==> config.mk <==
export PLATFORM = sky130hd
export DESIGN_NAME = irq_arbiter_top
export DESIGN_NICKNAME = d
export VERILOG_FILES = /design/src/rtl/irq_arb_pkg.sv /design/src/rtl/irq_timer_cmp.sv /design/src/rtl/irq_pend_regs.sv /design/src/rtl/irq_priority_pick.sv /design/src/rtl/irq_arbiter_top.sv
export SDC_FILE = /design/constraint.sdc
export NUM_CORES = 1
export LEC_CHECK = 0
export BUFFER_PORTS_ARGS = -buffer_cell sky130_fd_sc_hd__buf_2
export CAP_MARGIN = 10
export CORE_ASPECT_RATIO = 0.75
export CORE_UTILIZATION = 34
export CTS_CLUSTER_SIZE = 16
export DETAILED_ROUTE_END_ITERATION = 12
export PLACE_DENSITY = 0.73
export SETUP_SLACK_MARGIN = 0.4
export SLEW_MARGIN = 0
export SYNTH_ARGS = -nofsm -noshare
export SYNTH_HDL_FRONTEND = slang
export SYNTH_SLANG_ARGS = --single-unit
export TNS_END_PERCENT = 50
==> constraint.sdc <==
create_clock -name clk -period 2.15 [get_ports clk]
set_clock_uncertainty 0.1 [all_clocks]
set_input_delay 0.3225 -clock clk [delete_from_list [all_inputs] [get_ports clk]]
set_output_delay 0.3225 -clock clk [all_outputs]
set_load 0.01 [all_outputs]
==> src/rtl/irq_arb_pkg.sv <==
`timescale 1ns/1ps
package irq_arb_pkg;

    typedef enum logic [1:0] {
        PRIV_USER  = 2'd0,
        PRIV_SUPER = 2'd1,
        PRIV_MACH  = 2'd3
    } priv_e;

    typedef enum logic [1:0] {
        CODE_SOFT  = 2'd0,
        CODE_TIMER = 2'd1,
        CODE_HOST  = 2'd2
    } irq_code_e;

    localparam int CODE_W = 2;

    // Data-word bit positions used by pending/enable writes
    localparam int WB_SSOFT  = 1;
    localparam int WB_MSOFT  = 3;
    localparam int WB_STIMER = 5;
    localparam int WB_MTIMER = 7;

    // One bit per soft/timer source
    typedef struct packed {
        logic ms;
        logic mt;
        logic ss;
        logic st;
    } src_t;

    localparam int SRC_N = 4;
    // Which src_t bits software may write as pending (ms, ss, st)
    localparam logic [SRC_N-1:0] PEND_SW_MASK = 4'b1011;
    // Index of the timer-driven pending bit within src_t
    localparam int SRC_MT_IDX = 2;

    typedef struct packed {
        logic      valid;
        irq_code_e code;
    } pick_t;

    // A level is open when running below it, or at it with interrupts enabled
    function automatic logic level_open(input logic [1:0] priv,
                                        input logic       ie,
                                        input logic [1:0] level);
        return (priv < level) || ((priv == level) && ie);
    endfunction

endpackage

==> src/rtl/irq_timer_cmp.sv <==
`timescale 1ns/1ps
module irq_timer_cmp #(
    parameter int TIME_W = 64
) (
    input  logic              clk,
    input  logic              rst,
    input  logic [TIME_W-1:0] rtc_i,
    input  logic              wr_i,
    input  logic [TIME_W-1:0] wdata_i,
    output logic [TIME_W-1:0] cmp_o,
    output logic              hit_o
);
    logic [TIME_W-1:0] cmp_q;
    logic              hit_q;

    always_ff @(posedge clk) begin
        if (rst) begin
            cmp_q <= '1;
            hit_q <= 1'b0;
        end else if (wr_i) begin
            cmp_q <= wdata_i;
            hit_q <= 1'b0;
        end else if (rtc_i >= cmp_q) begin
            hit_q <= 1'b1;
        end
    end

    assign cmp_o = cmp_q;
    assign hit_o = hit_q;
endmodule

==> src/rtl/irq_pend_regs.sv <==
`timescale 1ns/1ps
module irq_pend_regs
    import irq_arb_pkg::*;
(
    input  logic clk,
    input  logic rst,
    input  logic wr_pend_i,
    input  logic wr_enab_i,
    input  src_t wdata_i,
    input  logic ipi_i,
    input  logic mtip_i,
    output src_t pend_o,
    output src_t enab_o
);
    localparam int MS_IDX = SRC_N - 1;

    logic [SRC_N-1:0] wd_v;
    logic [SRC_N-1:0] pend_v;
    logic [SRC_N-1:0] enab_v;

    assign wd_v = wdata_i;

    for (genvar i = 0; i < SRC_N; i++) begin : g_src
        // enable: every source bit is software-writable
        always_ff @(posedge clk) begin
            if (rst)
                enab_v[i] <= 1'b0;
            else if (wr_enab_i)
                enab_v[i] <= wd_v[i];
        end

        if (PEND_SW_MASK[i]) begin : g_sw
            logic bit_q;
            always_ff @(posedge clk) begin
                if (rst) begin
                    bit_q <= 1'b0;
                end else begin
                    if (wr_pend_i)
                        bit_q <= wd_v[i];
                    if ((i == MS_IDX) && ipi_i)
                        bit_q <= 1'b1;
                end
            end
            assign pend_v[i] = bit_q;
        end else if (i == SRC_MT_IDX) begin : g_hw
            assign pend_v[i] = mtip_i;
        end else begin : g_zero
            assign pend_v[i] = 1'b0;
        end
    end

    assign pend_o = src_t'(pend_v);
    assign enab_o = src_t'(enab_v);
endmodule

==> src/rtl/irq_priority_pick.sv <==
`timescale 1ns/1ps
module irq_priority_pick
    import irq_arb_pkg::*;
(
    input  src_t        pend_i,
    input  src_t        enab_i,
    input  logic [1:0]  priv_i,
    input  logic        ie_i,
    input  logic        host_nz_i,
    output pick_t       pick_o
);
    src_t active;
    logic m_open;
    logic s_open;

    assign active = src_t'(pend_i & enab_i);
    assign m_open = level_open(priv_i, ie_i, PRIV_MACH);
    assign s_open = level_open(priv_i, ie_i, PRIV_SUPER);

    always_comb begin
        pick_o = '{valid: 1'b0, code: CODE_SOFT};
        if (m_open && active.ms)
            pick_o = '{valid: 1'b1, code: CODE_SOFT};
        else if (m_open && active.mt)
            pick_o = '{valid: 1'b1, code: CODE_TIMER};
        else if (m_open && host_nz_i)
            pick_o = '{valid: 1'b1, code: CODE_HOST};
        else if (s_open && active.ss)
            pick_o = '{valid: 1'b1, code: CODE_SOFT};
        else if (s_open && active.st)
            pick_o = '{valid: 1'b1, code: CODE_TIMER};
    end
endmodule

==> src/rtl/irq_arbiter_top.sv <==
`timescale 1ns/1ps
module irq_arbiter_top
    import irq_arb_pkg::*;
#(
    parameter int XLEN   = 64,
    parameter int TIME_W = 64
) (
    input  logic              clk,
    input  logic              rst,
    input  logic [TIME_W-1:0] rtc_i,
    input  logic [1:0]        priv_i,
    input  logic              ie_i,
    input  logic              wr_pend_i,
    input  logic              wr_enab_i,
    input  logic              wr_cmp_i,
    input  logic [XLEN-1:0]   wr_data_i,
    input  logic              ipi_i,
    input  logic              host_nz_i,
    output logic              take_o,
    output logic [XLEN-1:0]   cause_o
);
    localparam int PAD_W = XLEN - 1 - CODE_W;

    src_t              wd_src;
    src_t              pend_q;
    src_t              enab_q;
    logic              mtip;
    logic [TIME_W-1:0] cmp_q;
    pick_t             pick;

    assign wd_src = '{ms: wr_data_i[WB_MSOFT],
                      mt: wr_data_i[WB_MTIMER],
                      ss: wr_data_i[WB_SSOFT],
                      st: wr_data_i[WB_STIMER]};

    irq_timer_cmp #(.TIME_W(TIME_W)) u_timer (
        .clk     (clk),
        .rst     (rst),
        .rtc_i   (rtc_i),
        .wr_i    (wr_cmp_i),
        .wdata_i (wr_data_i[TIME_W-1:0]),
        .cmp_o   (cmp_q),
        .hit_o   (mtip)
    );

    irq_pend_regs u_regs (
        .clk       (clk),
        .rst       (rst),
        .wr_pend_i (wr_pend_i),
        .wr_enab_i (wr_enab_i),
        .wdata_i   (wd_src),
        .ipi_i     (ipi_i),
        .mtip_i    (mtip),
        .pend_o    (pend_q),
        .enab_o    (enab_q)
    );

    irq_priority_pick u_pick (
        .pend_i    (pend_q),
        .enab_i    (enab_q),
        .priv_i    (priv_i),
        .ie_i      (ie_i),
        .host_nz_i (host_nz_i),
        .pick_o    (pick)
    );

    assign take_o  = pick.valid;
    assign cause_o = pick.valid ? {1'b1, {PAD_W{1'b0}}, pick.code} : '0;
endmodule

==> metrics.txt, run 1 <==
# TYPE chip_impl_metric gauge
chip_impl_info{name="outcome",value="finished, final reports clean"} 1
chip_impl_metric{name="io-pin-count",unit=""} 203
chip_impl_metric{name="buffer_ports.inserted",unit=""} 141
chip_impl_info{name="min_to",value="u_timer.cmp_o[20]"} 1
chip_impl_metric{name="power_density",unit="nW/um2"} 618
chip_impl_metric{name="min_period",unit="ns"} 2.02
chip_impl_metric{name="final_layout_size_suffix_gt1_frac",unit=""} 0.268
chip_impl_info{name="path_class",value="reg2reg"} 1
chip_impl_metric{name="critical_path_arrival",unit="ns"} 2.13
chip_impl_metric{name="synth_warnings",unit=""} 0
chip_impl_metric{name="r2r_slack",unit="ns"} 0.13
chip_impl_metric{name="synth.cell_area",unit="um2"} 4510
chip_impl_metric{name="synthCells",unit=""} 544
chip_impl_metric{name="fin_nets",unit=""} 882
chip_impl_metric{name="max_freq",unit="MHz"} 495
chip_impl_metric{name="synthesis.area_per_instance",unit="um2"} 8.29
chip_impl_metric{name="synth-edff-count",unit=""} 0
chip_impl_metric{name="grt_overflow",unit=""} 0
chip_impl_metric{name="dp_hpwl",unit="mm"} 8.22
chip_impl_info{name="critical_path.startpoint_type",value="flip-flop"} 1
chip_impl_metric{name="grt_antenna_before_repair",unit=""} 1
chip_impl_metric{name="floorplan.die.width",unit="um"} 135
chip_impl_info{name="critical_path.endpoint_type",value="flip-flop"} 1
chip_impl_metric{name="asyncSetResetFlopFracSynth",unit=""} 0
chip_impl_metric{name="clkLatencyLatePin",unit="ns"} 0.32
chip_impl_metric{name="p_leak",unit="nW"} 3.04
chip_impl_info{name="top_routing_layer_used",value="met4"} 1
chip_impl_metric{name="timing_max_transition_violations_final",unit=""} 0
chip_impl_metric{name="maximum_number_of_pins_on_one_net_before_global_route_repair",unit=""} 102
chip_impl_metric{name="cts.clk_slew.worst_paths",unit="ns"} 0.06
chip_impl_metric{name="wl",unit="mm"} 10.5
chip_impl_info{name="tritoncts",value="yes"} 1
chip_impl_metric{name="initial_core_util",unit=""} 0.348
chip_impl_metric{name="htree_num_levels",unit=""} 3
chip_impl_metric{name="hold_path_depth",unit=""} 3
chip_impl_metric{name="core_area",unit="um2"} 13000
chip_impl_info{name="setup_repair_after_global_routing_missed_its_margin",value="true"} 1
chip_impl_metric{name="dp.cells",unit=""} 839
chip_impl_metric{name="cts_hold_buffers",unit=""} 0
chip_impl_metric{name="m1WireLength",unit="mm"} 5.43
chip_impl_metric{name="seq_power_share",unit=""} 0.420
chip_impl_info{name="root_buffer",value="clkbuf_16"} 1
chip_impl_metric{name="core.rowCount",unit=""} 36
chip_impl_metric{name="cts_made_buffers",unit=""} 9
chip_impl_metric{name="place.gp.congestion",unit=""} 0.769
chip_impl_metric{name="final.period_utilization",unit=""} 0.940
chip_impl_info{name="crit_chain",value="inv_1, ha_1, a21oi_1, o21ai_0, a211oi_1, o211ai_1, o21ai_0, buf_4, o211ai_1"} 1
chip_impl_metric{name="dieArea",unit="um2"} 13700
chip_impl_metric{name="drt_iter0_drc",unit=""} 116
chip_impl_metric{name="number_of_failing_setup_endpoints_in_the_final_timing_report",unit=""} 0
chip_impl_metric{name="drc",unit=""} 0
chip_impl_metric{name="yosys.cell_types.count",unit=""} 34
chip_impl_info{name="hold_start",value="wr_data_i[20]"} 1
chip_impl_metric{name="pwr-share-comb",unit=""} 0.200
chip_impl_metric{name="first_pass_grt_wire_length",unit="mm"} 17.0
chip_impl_metric{name="final-instance-count-excl-fill",unit=""} 856
chip_impl_metric{name="cp_num_buf_inv",unit=""} 2
chip_impl_info{name="dominantRegCellSynth",value="dfxtp_1"} 1
chip_impl_metric{name="yosys_register_bits",unit=""} 72
chip_impl_metric{name="timing.critical_path.slowest_cell_delay",unit="ns"} 0.31
chip_impl_metric{name="area_growth_syn_to_layout",unit="%"} 24.1
chip_impl_info{name="worstHoldPathType",value="in2reg"} 1
chip_impl_metric{name="grt.total_usage",unit=""} 0.159
chip_impl_metric{name="final_hold_viol_count",unit=""} 0
chip_impl_metric{name="routedWlPerCell",unit="um"} 12.3
chip_impl_metric{name="worstRegToRegCells",unit=""} 9
chip_impl_metric{name="net-switching-power",unit="mW"} 0.961
chip_impl_metric{name="met2_wirelength",unit="mm"} 4.32
chip_impl_metric{name="clock_power_share",unit=""} 0.379
chip_impl_info{name="critical_path.reg2reg.endpoint",value="u_timer.hit_o"} 1
chip_impl_metric{name="detail_route.first_pass.iterations",unit=""} 4
chip_impl_metric{name="drtAntennaViolNets",unit=""} 0
chip_impl_metric{name="sw_frac_of_total",unit=""} 0.278
chip_impl_metric{name="seq_area_frac_synth",unit=""} 0.320
chip_impl_metric{name="routed_wl_met3",unit="um"} 660
chip_impl_metric{name="internal_power",unit="mW"} 2.50
chip_impl_metric{name="dieHeight",unit="um"} 102
chip_impl_metric{name="max_cap_violations",unit=""} 0
chip_impl_metric{name="vias_per_cell",unit=""} 4.45
chip_impl_metric{name="fin_total_pwr",unit="mW"} 3.46
chip_impl_info{name="crit-reg2reg-launch",value="u_timer.cmp_o[51]"} 1
chip_impl_metric{name="clk_path_buf_depth",unit=""} 2
chip_impl_info{name="path_delay_family",value="compound AO/OA/AOI/OAI gates"} 1
chip_impl_metric{name="first_global_vias",unit=""} 3542
chip_impl_info{name="cpMaxStageDelayCell",value="dfxtp_1"} 1
chip_impl_metric{name="routed-via-count",unit=""} 3813
chip_impl_metric{name="worst_ep_required_time",unit="ns"} 2.26
chip_impl_metric{name="worst_ir_drop_vdd",unit="mV"} 0.342
chip_impl_metric{name="timing.critical_path.fanout_max",unit=""} 2
chip_impl_metric{name="cts.sink_count",unit=""} 72
-- through the flow --
step	instance area, um2	hold WS (ns)	TNS, ns	utilization	setup slack [ns]
finish	5600	0.109	0	0.431	0.130
global route	5590	0.102	0	0.431	0.00388
CTS	5590	0.0924	0	0.431	0.155
detailed placement	5300	0.377	-0.125	0.409	-0.125
global placement	5300	0.372	-0.123	0.409	-0.123
floorplan	4860	0.346	0	-	0.238
-- state kept, by name, indices dropped and copies added (netlist names) --
signal / cells
u_timer.cmp_o: 64
u_regs.enab_o: 4
u_regs.g_src.g_sw.bit_q: 3
u_timer.hit_o: 1
-- synth_stat cells (2+ instances only) --
| library cell | instances | area share |
|---|---|---|
| nand2_1 | 80 | 0.067 |
| dfxtp_1 | 72 | 0.32 |
| inv_1 | 66 | 0.055 |
| o211ai_1 | 66 | 0.11 |
| ha_1 | 64 | 0.18 |
| buf_4 | 62 | 0.10 |
| a21oi_1 | 24 | 0.027 |
| clkbuf_1 | 16 | 0.013 |
| nand4_1 | 13 | 0.018 |
| nor2_1 | 13 | 0.011 |
| o21ai_0 | 9 | 0.010 |
| nand3_1 | 8 | 0.0089 |
| mux2i_1 | 7 | 0.016 |
| buf_1 | 6 | 0.0050 |
| a211oi_1 | 5 | 0.0083 |
| a21o_1 | 5 | 0.0083 |
| nor2b_1 | 5 | 0.0069 |
| nor3_1 | 4 | 0.0044 |
| a31oi_1 | 3 | 0.0042 |
| nor4_1 | 2 | 0.0028 |
-- cell type report --
cell class | instances | area [um2]
clock buffers | 11 | 233
flip-flops and latches | 72 | 1440
clock inverters | 4 | 22.5
inverters | 67 | 251
diodes | 1 | 2.50
multi-input cells | 381 | 2650
repair buffers | 149 | 781
fillers | 1309 | 7380
well taps | 171 | 214
-- worst min-delay path: cells and delay by family --
kind / cells / cell delay, ns
AO/OA/AOI/OAI: 1 / 0.06
buffers and inverters: 1 / 0.07
AND/OR/NAND/NOR: 1 / 0.04
-- timing repair --
action                     in CTS  in global routing
pin swaps                       8                  1
setup buffers                   1                  0
resized for setup               5                  2
setup endpoints to repair       5                  5
-- cell families after synthesis --
group	after synthesis	share of synthesized area
AOI/OAI and AO/OA	121	0.186
adders and majority gates	64	0.178
buffers and inverters	151	0.177
DFF	72	0.320
muxes	7	0.0155
other	1	0.000832
and+or+nand+nor	128	0.123
-- layout by cell type (no fill, tap or decap), types with 8 or more instances in the layout --
cell,n
a21oi_1,23
ha_4,10
inv_1,63
ha_1,54
conb_1,61
nor2_1,13
nand2_1,79
o211ai_1,66
clkbuf_16,9
buf_2,140
buf_4,8
nand4_1,13
dfxtp_1,71
nand3_1,8
-- layer usage --
metal / global-route usage / vias up
met2: 0.241 / 102
met3: 0.0490 / 14
li1: - / 2025
met5: 0 / -
met1: 0.221 / 1672
met4: 0.0372 / 0
-- worst max path at each step --
stage | from | endpoint | slack (ns) | depth (start not counted)
4_1_cts | u_timer.cmp_o[11] | u_timer.hit_o | 0.16 | 9
3_5_place_dp | rtc_i[14] | u_timer.hit_o | -0.13 | 9
3_3_place_gp | rtc_i[14] | u_timer.hit_o | -0.12 | 9
2_1_floorplan | u_timer.cmp_o[14] | u_timer.hit_o | 0.24 | 8
6_report | u_timer.cmp_o[51] | u_timer.hit_o | 0.13 | 9
5_1_grt | u_timer.cmp_o[13] | u_timer.hit_o | 0.004 | 9
-- power groups by stage --
stage	combinational, mW	sequential [mW]	clock [mW]
final	0.692	1.45	1.31
after CTS	0.695	1.45	1.37
after detailed placement	0.681	1.48	0
after floorplan	0.520	1.47	0
after global routing	0.803	1.46	1.43
after global placement	0.672	1.48	0
No activity file was read; power rests on OpenSTA's default activity.
==> inputs of run 2 (changes only) <==
--- a/config.mk
+++ b/config.mk
@@ -7,11 +7,13 @@
 export LEC_CHECK = 0
 export BUFFER_PORTS_ARGS = -buffer_cell sky130_fd_sc_hd__buf_2
 export CAP_MARGIN = 10
+export CELL_PAD_IN_SITES_DETAIL_PLACEMENT = 2
+export CELL_PAD_IN_SITES_GLOBAL_PLACEMENT = 2
 export CORE_ASPECT_RATIO = 0.75
-export CORE_UTILIZATION = 34
+export CORE_UTILIZATION = 26
 export CTS_CLUSTER_SIZE = 16
 export DETAILED_ROUTE_END_ITERATION = 12
-export PLACE_DENSITY = 0.73
+export PLACE_DENSITY_LB_ADDON = 0.1
 export SETUP_SLACK_MARGIN = 0.4
 export SLEW_MARGIN = 0
 export SYNTH_ARGS = -nofsm -noshare
==> run 2 against run 1 <==
Compared with the run above: clock power grew 26%; die area grew 30%; largest cell class unchanged; global-route usage barely moved; critical path type unchanged; core utilization is 9.2 points lower; hold slack worse by 0.017 ns; final area grew 2.3%; total power grew 11%; clock-buffer cell count did not move; register-to-register slack got worse by 0.03 ns.
==> metrics.txt, run 2 (same netlist as run 1, synthesis figures left out) <==
# TYPE chip_impl_metric gauge
chip_impl_info{name="outcome",value="finished, final reports clean"} 1
chip_impl_info{name="path_delay_family",value="compound AO/OA/AOI/OAI gates"} 1
chip_impl_metric{name="dieHeight",unit="um"} 116
chip_impl_metric{name="final_hold_viol_count",unit=""} 0
chip_impl_metric{name="cts.clk_slew.worst_paths",unit="ns"} 0.06
chip_impl_metric{name="routedWlPerCell",unit="um"} 15.4
chip_impl_metric{name="htree_num_levels",unit=""} 3
chip_impl_metric{name="cp_num_buf_inv",unit=""} 1
chip_impl_metric{name="first_pass_grt_wire_length",unit="mm"} 22.0
chip_impl_metric{name="cts_hold_buffers",unit=""} 0
chip_impl_metric{name="wl",unit="mm"} 13.8
chip_impl_metric{name="worst_ep_required_time",unit="ns"} 2.26
chip_impl_info{name="layout.cells.most_common",value="buf_2"} 1
chip_impl_metric{name="cts_made_buffers",unit=""} 9
chip_impl_metric{name="max_freq",unit="MHz"} 488
chip_impl_metric{name="transition_time_of_the_tightest_slew_check_pin",unit="ns"} 0.578
chip_impl_metric{name="grt_overflow",unit=""} 0
chip_impl_metric{name="vias_per_cell",unit=""} 4.52
chip_impl_metric{name="initial_core_util",unit=""} 0.267
chip_impl_info{name="leading_cell_types_in_the_layout_fill_and_taps_excluded",value="140 x buf_2, 80 x nand2_1, 70 x dfxtp_1, 66 x o211ai_1, 61 x conb_1"} 1
chip_impl_metric{name="critical_path_arrival",unit="ns"} 2.16
chip_impl_metric{name="timing.critical_path.fanout_max",unit=""} 3
chip_impl_metric{name="timing.critical_path.slowest_cell_delay",unit="ns"} 0.34
chip_impl_metric{name="final_layout_size_suffix_gt1_frac",unit=""} 0.278
chip_impl_metric{name="grt_antenna_before_repair",unit=""} 1
chip_impl_info{name="root_buffer",value="clkbuf_16"} 1
chip_impl_info{name="worstHoldPathType",value="in2reg"} 1
chip_impl_info{name="critical_path.startpoint_type",value="flip-flop"} 1
chip_impl_metric{name="core_area",unit="um2"} 16900
chip_impl_metric{name="layout_setup_ws",unit="ns"} 0.0988
chip_impl_metric{name="io-pin-count",unit=""} 203
chip_impl_metric{name="detailedPlace.worstSlack",unit="ns"} -0.0786
chip_impl_metric{name="place.gp.congestion",unit=""} 0.781
chip_impl_metric{name="min_period",unit="ns"} 2.05
chip_impl_info{name="tritoncts",value="yes"} 1
chip_impl_metric{name="core.rowCount",unit=""} 41
chip_impl_metric{name="max_cap_violations",unit=""} 0
chip_impl_metric{name="drc",unit=""} 0
chip_impl_metric{name="number_of_failing_setup_endpoints_in_the_final_timing_report",unit=""} 0
chip_impl_metric{name="cts.sink_count",unit=""} 72
chip_impl_metric{name="clk_path_buf_depth",unit=""} 2
chip_impl_metric{name="max_reg_flops",unit=""} 64
chip_impl_metric{name="maximum_number_of_pins_on_one_net_before_global_route_repair",unit=""} 128
chip_impl_info{name="setup_repair_after_global_routing_missed_its_margin",value="true"} 1
chip_impl_metric{name="fin_nets",unit=""} 880
chip_impl_metric{name="dieArea",unit="um2"} 17900
chip_impl_metric{name="p_leak",unit="nW"} 3.06
chip_impl_metric{name="detail_route.first_pass.iterations",unit=""} 4
chip_impl_metric{name="grt.total_usage",unit=""} 0.160
chip_impl_metric{name="routed-via-count",unit=""} 4063
chip_impl_info{name="path_class",value="reg2reg"} 1
chip_impl_metric{name="area_growth_syn_to_layout",unit="%"} 27.0
chip_impl_metric{name="first_global_vias",unit=""} 4313
chip_impl_metric{name="dp_hpwl",unit="mm"} 10.9
chip_impl_metric{name="slew_headroom",unit=""} 0.615
chip_impl_info{name="crit_chain",value="inv_2, ha_4, nand4_1, nor2_1, a221o_1, o31a_1, a2111oi_2, o211ai_1"} 1
chip_impl_metric{name="hold_slack",unit="ns"} 0.0920
chip_impl_metric{name="buffer_ports.inserted",unit=""} 141
chip_impl_metric{name="worst_ir_drop_vdd",unit="mV"} 0.309
chip_impl_metric{name="clkLatencyLatePin",unit="ns"} 0.34
chip_impl_metric{name="drtAntennaViolNets",unit=""} 0
chip_impl_metric{name="floorplan.die.width",unit="um"} 154
chip_impl_info{name="cpMaxStageDelayCell",value="a221o_1"} 1
chip_impl_metric{name="final.period_utilization",unit=""} 0.954
chip_impl_info{name="critical_path.endpoint_type",value="flip-flop"} 1
chip_impl_metric{name="timing_max_transition_violations_final",unit=""} 0
chip_impl_metric{name="power_density",unit="nW/um2"} 670
chip_impl_metric{name="drt_iter0_drc",unit=""} 88
## run 2: cell types whose count changed in the layout (fill, tap and decap cells not counted), sizes merged
cell	change
buf	-2
clkinvlp	+1
bufinv	+2
clkinv	-2
## run 2: what timing repair did
item / 4_1_cts / 5_1_grt
endpoints found under the setup margin: 4 / 5
pin swaps: 6 / 2
buffers inserted: 1 / 0
resized for setup: 10 / 6
## run 2: layout make-up
cell class,count,area [um2]
Clock buffer,11,243
Sequential cell,72,1440
Tap cell,215,269
Inverter,67,251
Antenna cell,1,2.50
Timing Repair Buffer,147,766
Multi-Input combinational cell,381,2670
Clock inverter,5,80.1
Fill cell,1998,11200
## run 2: per-stage QoR
step,instances,total power [mW],area [um2],util,setup TNS (ns)
5_1_grt,898,4.08,5720,0.339,0
2_1_floorplan,604,1.99,4860,-,0
6_report,899,3.84,5730,0.339,0
3_3_place_gp,881,2.17,5340,0.317,-0.0201
3_5_place_dp,881,2.21,5340,0.317,-0.0786
4_1_cts,898,3.91,5710,0.338,0
## run 2: final timing paths
path | start | end | slack (ns) | cells after the start
worst max-delay path | u_timer.cmp_o[14] | u_timer.hit_o | 0.1 | 8
worst min-delay path | wr_data_i[16] | u_timer.cmp_o[16] | 0.09 | 3
worst max register to register | u_timer.cmp_o[14] | u_timer.hit_o | 0.1 | 8
worst min register to register | u_timer.cmp_o[46] | u_timer.cmp_o[46] | 0.38 | 2
## run 2: power by group
group | internal (mW) | switching [mW]
Clock | 1.05 | 0.606
Sequential | 1.43 | 0.0302
Combinational | 0.307 | 0.422
## run 2: layer usage
layer | wire length, um | GRT usage
met2 | 6280 | 0.267
met4 | 136 | 0.0420
met1 | 6680 | 0.206
met5 | 0 | 0
met3 | 724 | 0.0404
## run 2: worst register-to-register path: cells and delay by family (launching register included)
| kind | cells | cell delay, ns |
|---|---|---|
| flip-flops | 1 | 0.31 |
| AO/OA/AOI/OAI | 4 | 0.95 |
| buffers and inverters | 1 | 0.08 |
| AND/OR/NAND/NOR | 2 | 0.27 |
| adder cells (fa/ha/maj) | 1 | 0.21 |
